### config.mk
export PLATFORM = sky130hd
export DESIGN_NAME = extirq_ctrl
export DESIGN_NICKNAME = d
export VERILOG_FILES = /design/src/rtl/extirq_pkg.sv /design/src/rtl/extirq_sync.sv /design/src/rtl/extirq_regs.sv /design/src/rtl/extirq_latch.sv /design/src/rtl/extirq_ctrl.sv
export SDC_FILE = /design/constraint.sdc
export NUM_CORES = 1
export LEC_CHECK = 0
export BUFFER_PORTS_ARGS = -buffer_cell sky130_fd_sc_hd__buf_4
export CORE_AREA = 2 2 39 41
export CTS_BUF_LIST = sky130_fd_sc_hd__clkbuf_4 sky130_fd_sc_hd__clkbuf_8
export DETAILED_ROUTE_END_ITERATION = 10
export DIE_AREA = 0 0 41 43
export PLACE_DENSITY = 0.66
export SLEW_MARGIN = 10
export SYNTH_ARGS = -nofsm -noshare
export SYNTH_HDL_FRONTEND = slang
export SYNTH_SLANG_ARGS = --single-unit
### constraint.sdc
create_clock -name clk -period 1.5 [get_ports clk]
set_input_delay 0.3 -clock clk [delete_from_list [all_inputs] [get_ports clk]]
set_output_delay 0.3 -clock clk [all_outputs]
set_load 0.02 [all_outputs]
### src/rtl/extirq_pkg.sv
package extirq_pkg;
  localparam int REG_W    = 4;
  localparam int BIT_TRIG = 0;
  localparam int BIT_MASK = 1;
  localparam int BIT_ACK  = 2;
  localparam int BIT_PEND = 3;

  typedef enum logic {
    TRIG_EDGE  = 1'b0,
    TRIG_LEVEL = 1'b1
  } trig_e;
endpackage

### src/rtl/extirq_sync.sv
module extirq_sync #(
  parameter int STAGES = 2
) (
  input  logic clk,
  input  logic rst_n,
  input  logic pin_async,
  output logic pin_sync,
  output logic fall_pulse
);
  logic [STAGES-1:0] chain;
  logic              prev_q;

  always_ff @(posedge clk or negedge rst_n) begin
    if (!rst_n) chain[0] <= 1'b1;
    else        chain[0] <= pin_async;
  end

  for (genvar i = 1; i < STAGES; i++) begin : g_stage
    always_ff @(posedge clk or negedge rst_n) begin
      if (!rst_n) chain[i] <= 1'b1;
      else        chain[i] <= chain[i-1];
    end
  end

  always_ff @(posedge clk or negedge rst_n) begin
    if (!rst_n) prev_q <= 1'b1;
    else        prev_q <= pin_sync;
  end

  assign pin_sync   = chain[STAGES-1];
  assign fall_pulse = prev_q & ~pin_sync;

  // Warm-up counter so the delay check never looks before reset release.
  logic [1:0] warm_q;
  always_ff @(posedge clk or negedge rst_n) begin
    if (!rst_n)              warm_q <= 2'd0;
    else if (warm_q != 2'd2) warm_q <= warm_q + 2'd1;
  end

  if (STAGES == 2) begin : g_chk
    assert_sync_delay_R1: assert property (@(posedge clk) disable iff (!rst_n)
      (warm_q == 2'd2) |-> (pin_sync == $past(pin_async, 2)));
  end
endmodule

### src/rtl/extirq_regs.sv
module extirq_regs
  import extirq_pkg::*;
(
  input  logic             clk,
  input  logic             rst_n,
  input  logic             wr,
  input  logic [REG_W-1:0] wdata,
  input  logic             vec_fetch,
  input  logic             brk_active,
  input  logic             brk_clr_en,
  input  logic             pend,
  output trig_e            trig,
  output logic             mask,
  output logic             clr_req,
  output logic [REG_W-1:0] rdata
);
  logic ack_wr;
  logic ack_allowed;
  logic unused_pend_wr;

  always_ff @(posedge clk or negedge rst_n) begin
    if (!rst_n) begin
      trig <= TRIG_EDGE;
      mask <= 1'b0;
    end else if (wr) begin
      trig <= trig_e'(wdata[BIT_TRIG]);
      mask <= wdata[BIT_MASK];
    end
  end

  assign unused_pend_wr = wdata[BIT_PEND];
  assign ack_wr         = wr & wdata[BIT_ACK];
  assign ack_allowed    = ~brk_active | brk_clr_en;
  assign clr_req        = (ack_wr & ack_allowed) | vec_fetch;

  always_comb begin
    rdata           = '0;
    rdata[BIT_TRIG] = trig;
    rdata[BIT_MASK] = mask;
    rdata[BIT_ACK]  = 1'b0;
    rdata[BIT_PEND] = pend;
  end

  assert_brk_block_R9: assert property (@(posedge clk) disable iff (!rst_n)
    (brk_active && !brk_clr_en && !vec_fetch) |-> !clr_req);
  assert_fetch_clears_R11: assert property (@(posedge clk) disable iff (!rst_n)
    vec_fetch |-> clr_req);
endmodule

### src/rtl/extirq_latch.sv
module extirq_latch
  import extirq_pkg::*;
(
  input  logic  clk,
  input  logic  rst_n,
  input  trig_e trig,
  input  logic  fall,
  input  logic  pin_high,
  input  logic  clr_req,
  output logic  pend
);
  logic held_q;
  logic pend_d, held_d;

  always_comb begin
    pend_d = pend;
    held_d = held_q;
    if (fall) begin
      pend_d = 1'b1;
      held_d = 1'b0;
    end else if (trig == TRIG_EDGE) begin
      held_d = 1'b0;
      if (clr_req) pend_d = 1'b0;
    end else if (!pend) begin
      held_d = 1'b0;
    end else if (clr_req || held_q) begin
      if (pin_high) begin
        pend_d = 1'b0;
        held_d = 1'b0;
      end else begin
        held_d = 1'b1;
      end
    end
  end

  always_ff @(posedge clk or negedge rst_n) begin
    if (!rst_n) begin
      pend   <= 1'b0;
      held_q <= 1'b0;
    end else begin
      pend   <= pend_d;
      held_q <= held_d;
    end
  end

  assert_fall_sets_R6: assert property (@(posedge clk) disable iff (!rst_n)
    fall |=> pend);
  assert_edge_clear_R3: assert property (@(posedge clk) disable iff (!rst_n)
    (trig == TRIG_EDGE && clr_req && !fall) |=> !pend);
  assert_level_hold_R4: assert property (@(posedge clk) disable iff (!rst_n)
    (trig == TRIG_LEVEL && pend && !pin_high) |=> pend);
  assert_no_spont_set_R2: assert property (@(posedge clk) disable iff (!rst_n)
    (!pend && !fall) |=> !pend);
endmodule

### src/rtl/extirq_ctrl.sv
module extirq_ctrl
  import extirq_pkg::*;
#(
  parameter int          SYNC_STAGES = 2,
  parameter int          ADDR_W      = 16,
  parameter logic [15:0] VEC_BASE    = 16'hFFFA
) (
  input  logic              clk,
  input  logic              rst_n,
  input  logic              pin_n,
  input  logic              reg_wr,
  input  logic [REG_W-1:0]  reg_wdata,
  output logic [REG_W-1:0]  reg_rdata,
  input  logic              vec_fetch,
  input  logic              brk_active,
  input  logic              brk_clr_en,
  output logic              irq_req,
  output logic              pin_level,
  output logic [ADDR_W-1:0] vec_addr
);
  logic  fall;
  logic  pend;
  logic  mask;
  logic  clr_req;
  trig_e trig;

  extirq_sync #(.STAGES(SYNC_STAGES)) u_sync (
    .clk(clk), .rst_n(rst_n), .pin_async(pin_n),
    .pin_sync(pin_level), .fall_pulse(fall)
  );

  extirq_regs u_regs (
    .clk(clk), .rst_n(rst_n), .wr(reg_wr), .wdata(reg_wdata),
    .vec_fetch(vec_fetch), .brk_active(brk_active), .brk_clr_en(brk_clr_en),
    .pend(pend), .trig(trig), .mask(mask), .clr_req(clr_req), .rdata(reg_rdata)
  );

  extirq_latch u_latch (
    .clk(clk), .rst_n(rst_n), .trig(trig), .fall(fall),
    .pin_high(pin_level), .clr_req(clr_req), .pend(pend)
  );

  assign irq_req  = pend & ~mask;
  assign vec_addr = ADDR_W'(VEC_BASE);

  assert_req_pending_R8: assert property (@(posedge clk) disable iff (!rst_n)
    irq_req |-> reg_rdata[BIT_PEND]);
  assert_ack_reads_zero_R12: assert property (@(posedge clk) disable iff (!rst_n)
    !reg_rdata[BIT_ACK]);
endmodule

# Word level (Yosys, flattened, before mapping)
# Cells that the tools add are included.
# word_totals
register_bits	7
wordCells	29
out_inout_bits	22
memories	0
input_bits	11
mem_bits_ro	0
mem_bits_rw	0
latch_bits	0
# op_classes
n_mul	0
shift	0
eq_ne	1
muxes	10
bitwise	9
n_lt_le_gt_ge	0
n_addsub	0
reduce_logical	2
div_mod_pow	0
# op_table
op	count
$mux 1	10
$and 1x1->1	4
$ne 4x4->1 const B	1
$not 1->1	3
$reduce_bool 3->1	1
$or 1x1->1	2
$logic_or 1x1->1	1

# Depth between registers and ports, before layout
# Gate-level depths: netlist of run 1.
# depth
ltp_word	9
ltp_mapped	3
mapped_depth_nobuf	3

# Modules after synthesis
# From an unflattened synthesis of run 1, not the netlist that was laid out.
# hier_totals
cells_unflattened	43
area_unflattened_um2	451.7
# by_module_without_submodules
mod	cells_each	seq_area_each_um2	n_inst	area_per_inst_um2
extirq_ctrl	19	0.0	1	141.4
extirq_regs	11	50.0	1	121.4
extirq_latch	9	50.0	1	96.3
extirq_sync	4	78.8	1	92.6

# Worst setup path after synthesis of run 1
# OpenSTA, ideal clock, no wires.
# synth_timing
path_kind	reg2out
start	register u_latch.pend
end	output irq_req
setup_slack_ns	0.481
path_buffers	0
arrival_time_ns	0.719
path_stages_with_launch	2
path_cell_list	dfrtp_1 -> nor2b_1
# synth_via
elab_chain_len	1
# synth_rtl
element	line_no	text
start, declared	extirq_latch.sv:10	output logic pend
start signal, assigned	extirq_latch.sv:41	pend <= pend_d;
$and 1x1->1	extirq_ctrl.sv:43	assign irq_req = pend & ~mask;
end, declared	extirq_ctrl.sv:17	output logic irq_req,
# Every way passes these cells.

# Worst setup path in the final report of run 1
# Ends and elaborated chain as after synthesis.

==> results_dict.tcl, run 1 <==
set metrics [dict create \
    crit_path_start_kind "register" \
    synth-compound-area-share_pct 8.309 \
    htreeDepth 1 \
    slew_violations 0 \
    coreArea_um2 1384 \
    io_buffers 14 \
    cts_root_buf "clkbuf_4" \
    antenna_cells_inserted 0 \
    post-cts-setup-buffer-count 0 \
    p_per_area_nw_per_um2 1061 \
    arrival_ns 0.96 \
    synthSimpleGateAreaFrac_pct 5.638 \
    fin_worst_skew_ns 0.0003058 \
    synthAdderAreaFrac_pct 0 \
    grt_pass1_vias 217 \
    rsz0062_at_grt "false" \
    drt-initial-drc-count 1 \
    setup_tns_ns 0 \
    cts-buffers-inserted 3 \
    cap_violations 0 \
    synth_commonest_cells "buf_4, dfrtp_1, dfstp_2" \
    vias_per_cell 3.775 \
    power_frac_seq_pct 41.7 \
    drc 0 \
    hold_viol 0 \
    outcome "finished clean" \
    syn_area_um2 421.7 \
    leakage_nw 0.2500 \
    yosysMostFrequentCell "buf_4" \
    min_period_ns 1.258 \
    cts_tree "built" \
    synth_area_leaders "buf_4, dfrtp_1, dfstp_2" \
    cts_buffer_depth 2 \
    worstSetupEndpointType "output port" \
    crit_path_max_fanout 5 \
    synth.area.mux_share_pct 5.341 \
    die_h_um 43 \
    ys_types 14 \
    grt-ovfl-total 0 \
    nNetsFinal 67 \
    post-route-period-util_pct 83.90 \
    routed_wl_um 578 \
    ys_warn_count 0 \
    synth_top_cell_area_share_pct 35.61 \
    die-area_um2 1763 \
    drtAntennaViolNets 0 \
    setup_viol 0 \
    grt_max_degree 8 \
    switching_power_uw 153.5 \
    required_ns 1.20 \
    clock-sinks 7 \
    gp_congestion 0.7562 \
    grt_pass1_wl_um 883 \
    synth.avg_cell_area_um2 10.28 \
    synth_top_cell_by_area "buf_4" \
    synth_ff_type "dfrtp_1" \
    peakVddDrop_mv 0.4451 \
    power_frac_clock_pct 35.9 \
    fmax_mhz 794.6 \
    pwr-share-comb_pct 22.4 \
    rows 14 \
    io_pins 33 \
    fin_area_um2 493.0 \
    hp-class "primary input to register" \
    swShare_pct 29.34 \
    r2r_setup_slack_ns 0.56 \
    area_growth_pct 16.91 \
    syn-instance-count 41 \
    die_w_um 41 \
    antenna_found_initial 0 \
    vias 268 \
    path_class "register to output port" \
    clk_pin_slew_ns 0.05 \
    synth_top_family_by_area "buffers and inverters" \
    async_flop_share_pct 100.0 \
    start_util_pct 30.47 \
    routedWlPerCell_um 8.141 \
    synth_seq_area_share_pct 42.43 \
    place_area_um2 452.9 \
    ys_seq_elements 7 \
    dp_hpwl_um 475 \
    internal_power_uw 369.8 \
    grtUsageTotal_pct 7.903 \
    drt_first_pass_iters 2 \
    synth_edf_count 0 \
    synth_xor_area_share_pct 0 \
    drive_gt1_share_pct 45.45 \
    clock_latency_ns 0.25 \
]
==> per-stage QoR <==
| step | hold WS [ns] | std cells | power (mW) | worst slack, ns | utilization (%) |
|---|---|---|---|---|---|
| 2_1_floorplan | 0.004409 | 56 | 0.3368 | 0.4806 | - |
| 3_3_place_gp | 0.1157 | 66 | 0.3354 | 0.4450 | 32.73 |
| 3_5_place_dp | 0.1151 | 66 | 0.3372 | 0.4246 | 32.73 |
| 4_1_cts | 0.1410 | 71 | 0.5381 | 0.2161 | 35.62 |
| 5_1_grt | 0.1416 | 71 | 0.5621 | 0.1780 | 35.62 |
| 6_report | 0.1563 | 71 | 0.5233 | 0.2416 | 35.62 |
==> path summary, 6_finish.rpt <==
check / from / end / depth (start not counted)
max: u_latch.pend / irq_req / 2
min: pin_n / u_sync.chain[0] / 1
max reg2reg: u_latch.pend / u_latch.pend / 3
min reg2reg: u_sync.chain[0] / u_sync.pin_sync / 0
max in group asynchronous: rst_n / u_sync.prev_q / 2
min in group asynchronous: rst_n / u_regs.trig / 2
==> per-layer routing <==
| layer | vias up | global-route usage (%) | part of all wire, % |
|---|---|---|---|
| met5 | - | 0 | 0 |
| met4 | 0 | 8.000 | 0 |
| met3 | 0 | 1.571 | 12 |
| met2 | 19 | 11.25 | 57 |
| met1 | 128 | 8.940 | 32 |
| li1 | 121 | - | - |
==> power groups by stage <==
stage	registers (mW)	clock network [mW]	logic [mW]
after global routing	0.221	0.214	0.127
after floorplan	0.220	0	0.117
final	0.218	0.188	0.117
after detailed placement	0.222	0	0.116
after CTS	0.219	0.202	0.117
after global placement	0.221	0	0.114
==> state kept, by name, indices dropped and copies added, names as in the netlist <==
signal and cells:
u_sync.chain 1, u_regs.trig 1, u_latch.pend 1, u_regs.mask 1
u_sync.pin_sync 1, u_sync.prev_q 1, u_latch.held_q 1
==> layout by cell type (no fill, tap or decap), types with 2 or more instances in the layout <==
master,Yosys,routed
mux2_2,2,2
dfrtp_1,4,4
clkbuf_4,0,4
conb_1,2,17
buf_4,20,14
nand2_1,2,2
dfstp_2,3,3
==> critical path: stages (launching register included) <==
cell and delay [ns]:
dfrtp_1 0.41, nor2b_1 0.15, buf_4 0.15
==> layout make-up <==
cell class	count	area, µm²
fillers	143	890.9
flip-flops and latches	7	178.9
multi-input cells	28	145.1
repair buffers	15	115.1
clock buffers	4	30.03
well taps	16	20.02
inverters	1	3.754
==> repair_timing <==
item	CTS	global route
endpoints found under the hold margin	4	0
hold buffers	1	0
gates resized for setup	0	0
==> cells by family (layout without fill, tap and decap cells) <==
| logic type | count (synthesis) | after routing |
|---|---|---|
| other cells | 2 | 17 |
| compound gates | 4 | 4 |
| mux | 2 | 2 |
| flops | 7 | 7 |
| simple gates | 5 | 5 |
| buf+inv | 21 | 20 |
(Power assumes the default switching activity.)
==> inputs of run 2 (changes only) <==
clock period = 1.3 ns   (was 1.5 ns; I/O delays follow)
==> run 2 against run 1 <==
  * Sequential power rose by 16%
  * Final area did not move
  * Register-to-register slack got worse by 0.20 ns
  * Clock skew rose by 0.00069 ns
==> results_dict.tcl, run 2 (synthesized netlist as in run 1, its figures left out) <==
set metrics [dict create \
    regToRegEndpoint "u_latch.pend" \
    worstSetupEndpointType "output port" \
    worstHoldStart "pin_n" \
    cts_buffer_depth 2 \
    final_common_cell "conb_1" \
    cap_violations 0 \
    final_cell_mix "conb_1, buf_4, clkbuf_4, dfrtp_1, dfstp_2" \
    swShare_pct 29.20 \
    cts_tree "built" \
    dp_hpwl_um 481.2 \
    rows 14 \
    die-area_um2 1763 \
    crit_path_start_kind "register" \
    fmax_mhz 820.8 \
    hold_path_depth 1 \
    routed_wl_um 583 \
    vias 258 \
    internal_power_uw 426.6 \
    die_h_um 43 \
    worstReg2RegStart "u_latch.pend" \
    start_util_pct 30.47 \
    antenna_found_initial 0 \
    rsz0062_at_grt "false" \
    leakage_nw 0.2500 \
    clock-sinks 7 \
    grtUsageTotal_pct 8.223 \
    drt_first_pass_iters 1 \
    routedWlPerCell_um 8.211 \
    vias_per_cell 3.634 \
    reg2reg_depth 3 \
    gp_congestion 0.7565 \
    post-route-period-util_pct 93.71 \
    grt-ovfl-total 0 \
    peakVddDrop_mv 0.5728 \
    grt_max_degree 8 \
    crit_buf_inv 1 \
    hold_path_end "u_sync.chain[0]" \
    cpPeakStageDelay_ns 0.56 \
    min_period_ns 1.218 \
    grt_pass1_wl_um 938 \
    grt_pass1_vias 231 \
    required_ns 1.04 \
    fin_worst_skew_ns 0.0009915 \
    drc 0 \
    crit_chain "buf_4" \
    utilization_pct 35.62 \
    drive_gt1_share_pct 45.45 \
    outcome "finished clean" \
    cts-buffers-inserted 3 \
    die_w_um 41 \
    nNetsFinal 67 \
    clk_pin_slew_ns 0.05 \
    hold_viol 0 \
    switching_power_uw 176.0 \
    arrival_ns 0.96 \
    drtAntennaViolNets 0 \
    coreArea_um2 1384 \
    setup_viol 0 \
    setup_tns_ns 0 \
    path_class "register to output port" \
    slew_violations 0 \
    area_growth_pct 16.91 \
    cts_root_buf "clkbuf_4" \
    fillers 144 \
    antenna_cells_inserted 0 \
    cp_slowest_cell "dfstp_2" \
    hp-class "primary input to register" \
    pwr-share-comb_pct 22.4 \
    crit_family "flip-flops" \
    post-cts-setup-buffer-count 0 \
    htreeDepth 1 \
    p_per_area_nw_per_um2 1222 \
    power_frac_clock_pct 35.8 \
    io_pins 33 \
    power_frac_seq_pct 41.8 \
    io_buffers 14 \
    r2r_setup_slack_ns 0.36 \
    clock_latency_ns 0.25 \
    drt-initial-drc-count 0 \
    crit_path_max_fanout 4 \
]
## run 2: cell counts in the layout (fill, tap and decap cells not counted)
Identical to the previous run, type by type.
## run 2: layout make-up
type | count | area (µm²) | area share (%)
multi-input cells | 28 | 145.1 | 29.44
well taps | 16 | 20.02 | 4.061
inverters | 1 | 3.754 | 0.7614
repair buffers | 15 | 115.1 | 23.35
flip-flops and latches | 7 | 178.9 | 36.29
clock buffers | 4 | 30.03 | 6.091
## run 2: power by group through the flow
stage / clock, mW / sequential [mW] / combinational, mW
finish: 0.215 / 0.252 / 0.135
CTS: 0.231 / 0.252 / 0.136
global placement: 0 / 0.255 / 0.132
global route: 0.244 / 0.255 / 0.146
floorplan: 0 / 0.254 / 0.135
detailed placement: 0 / 0.256 / 0.133
## run 2: timing repair
action | in CTS | in global routing
hold buffers | 1 | 0
endpoints found under the hold margin | 7 | 0
resized for setup | 0 | 0
## run 2: worst max path at each step
stage	start	cells past startpoint	to
2_1_floorplan	u_latch.pend	1	irq_req
3_3_place_gp	brk_active	4	u_latch.held_q
3_5_place_dp	brk_active	4	u_latch.held_q
4_1_cts	u_sync.pin_sync	1	pin_level
5_1_grt	u_latch.pend	2	irq_req
6_report	u_sync.pin_sync	1	pin_level
## run 2: stage by stage
| step | area [µm²] | setup slack [ns] | total power, mW | hold WS, ns | instances |
|---|---|---|---|---|---|
| CTS | 493.0 | 0.06121 | 0.6188 | 0.1030 | 71 |
| global placement | 452.9 | 0.2849 | 0.3871 | 0.07564 | 66 |
| global route | 493.0 | 0.03246 | 0.6456 | 0.09756 | 71 |
| finish | 493.0 | 0.08172 | 0.6026 | 0.1170 | 71 |
| floorplan | 478.0 | 0.3206 | 0.3887 | -0.03559 | 56 |
| detailed placement | 452.9 | 0.2624 | 0.3892 | 0.07557 | 66 |
## run 2: per-layer routing
| metal | vias up | GRT usage, % | routed length [µm] |
|---|---|---|---|
| met2 | 19 | 10.63 | 309 |
| met3 | 0 | 2.094 | 74 |
| met4 | 0 | 8.000 | 0 |
| li1 | 123 | - | - |
| met5 | - | 0 | 0 |
| met1 | 116 | 10.33 | 199 |
==> inputs of run 3 (changes only) <==
CELL_PAD_IN_SITES_DETAIL_PLACEMENT = 1   (was not set)
CELL_PAD_IN_SITES_GLOBAL_PLACEMENT = 1   (was not set)
CORE_AREA = not set   (was 2 2 39 41)
CORE_MARGIN = 1   (was not set)
CORE_UTILIZATION = 27   (was not set)
DIE_AREA = not set   (was 0 0 41 43)
PLACE_DENSITY = 0.78   (was 0.66)
==> run 3 against run 2 <==
  * Global-route usage grew 0.22 points
  * Critical path depth grew 1
  * Clock power shrank 2%
  * Sequential share of layout area grew 0.092 points
  * Largest cell class unchanged
  * Die area shrank 2.2%
  * Largest power group unchanged
  * Total power shrank 0.11%
  * Wire length grew 22%
  * Critical endpoint is now irq_req
  * Setup slack lost 0.0029 ns
==> results_dict.tcl, run 3 (synthesized netlist as in run 1, its figures left out) <==
set metrics [dict create \
    grt_pass1_wl_um 1048 \
    path_class "register to output port" \
    final_common_cell "conb_1" \
    routed_wl_um 712 \
    drive_gt1_share_pct 45.45 \
    drt_first_pass_iters 2 \
    die_h_um 41.52 \
    antenna_found_initial 0 \
    worstSetupEndpointType "output port" \
    crit_chain "nor2b_1 -> buf_4" \
    setup_slack_ns 0.07887 \
    die_w_um 41.52 \
    outcome "finished clean" \
    cts-buffers-inserted 3 \
    crit_family "flip-flops" \
    cts_root_buf "clkbuf_4" \
    drc 0 \
    setup_tns_ns 0 \
    cp_slowest_cell "dfrtp_1" \
    antenna_cells_inserted 0 \
    final_cell_mix "conb_1, buf_4, clkbuf_4, dfrtp_1, dfstp_2" \
    post-route-period-util_pct 93.93 \
    rows 13 \
    io_buffers 14 \
    die-area_um2 1724 \
    routedWlPerCell_um 10.17 \
    fin_area_um2 491.7 \
    cts_buffer_depth 2 \
    crit_path_max_fanout 5 \
    vias 251 \
    crit_buf_inv 1 \
    gp_congestion 0.6467 \
    coreArea_um2 1383 \
    setup_viol 0 \
    p_per_area_nw_per_um2 1224 \
    start_util_pct 30.50 \
    clock_latency_ns 0.25 \
    peakVddDrop_mv 0.6658 \
    grt-ovfl-total 0 \
    dpl_worst_slack_ns 0.2157 \
    vias_per_cell 3.586 \
    fillers 170 \
    hp-class "primary input to register" \
    area_growth_pct 16.62 \
    fmax_mhz 818.9 \
    drtAntennaViolNets 0 \
    cpPeakStageDelay_ns 0.42 \
    register_area_um2 178.9 \
    leakage_nw 0.2500 \
    multiInputGateArea_um2 145.1 \
    post-cts-setup-buffer-count 0 \
    place_area_um2 451.7 \
    io_pins 33 \
    cap_violations 0 \
    nNetsFinal 67 \
    required_ns 1.04 \
    crit_path_start_kind "register" \
    whs_ns 0.1202 \
    htreeDepth 1 \
    min_period_ns 1.221 \
    final_cell_count_no_fill 70 \
    total_power_uw 601.9 \
    grt_pass1_vias 255 \
    drt-initial-drc-count 1 \
    utilization_pct 35.57 \
    cts_tree "built" \
    dp_cells 65 \
    rsz0062_at_grt "false" \
    clock-sinks 7 \
    dp_hpwl_um 599.5 \
    slew_violations 0 \
    arrival_ns 0.96 \
    grt_max_degree 8 \
    hold_viol 0 \
    fin_worst_skew_ns 0.003317 \
    clk_pin_slew_ns 0.05 \
    grtUsageTotal_pct 8.439 \
]
## run 3: final timing paths
| path | depth (start not counted) | slack (ns) | start | endpoint |
|---|---|---|---|---|
| hold / removal | 1 | 0.12 | pin_n | u_sync.chain[0] |
| min in group asynchronous | 2 | 0.36 | rst_n | u_latch.pend |
| hold reg to reg | 0 | 0.35 | u_sync.chain[0] | u_sync.pin_sync |
| max in group asynchronous | 2 | 0.74 | rst_n | u_sync.chain[0] |
| setup reg to reg | 3 | 0.33 | u_latch.pend | u_latch.pend |
| setup / recovery | 2 | 0.08 | u_latch.pend | irq_req |
## run 3: where the power goes
part           switching [mW]  internal (mW)
Clock                  0.0733          0.138
Sequential             0.0163          0.238
Combinational          0.0857         0.0513
Total                   0.175          0.427
## run 3: final cells by class
type	count	area share (%)
multi-input combinational	28	29.52
timing repair buffer	15	23.41
clock buffer	4	6.107
sequential	7	36.39
tap	15	3.817
inverter	1	0.7634
## run 3: routing by layer
| layer | global-route usage (%) | up-vias | share of wire [%] |
|---|---|---|---|
| met4 | 5.806 | 0 | 0 |
| met3 | 4.348 | 0 | 4.8 |
| met5 | 0 | - | 0 |
| met2 | 15.63 | 8 | 61 |
| li1 | - | 120 | - |
| met1 | 6.540 | 123 | 34 |
## run 3: repair_timing
| item | 4_1_cts | 5_1_grt |
|---|---|---|
| hold buffers | 1 | 0 |
| endpoints found under the setup margin | 0 | 0 |
| gates resized for setup | 0 | 0 |
| endpoints found under the hold margin | 7 | 0 |
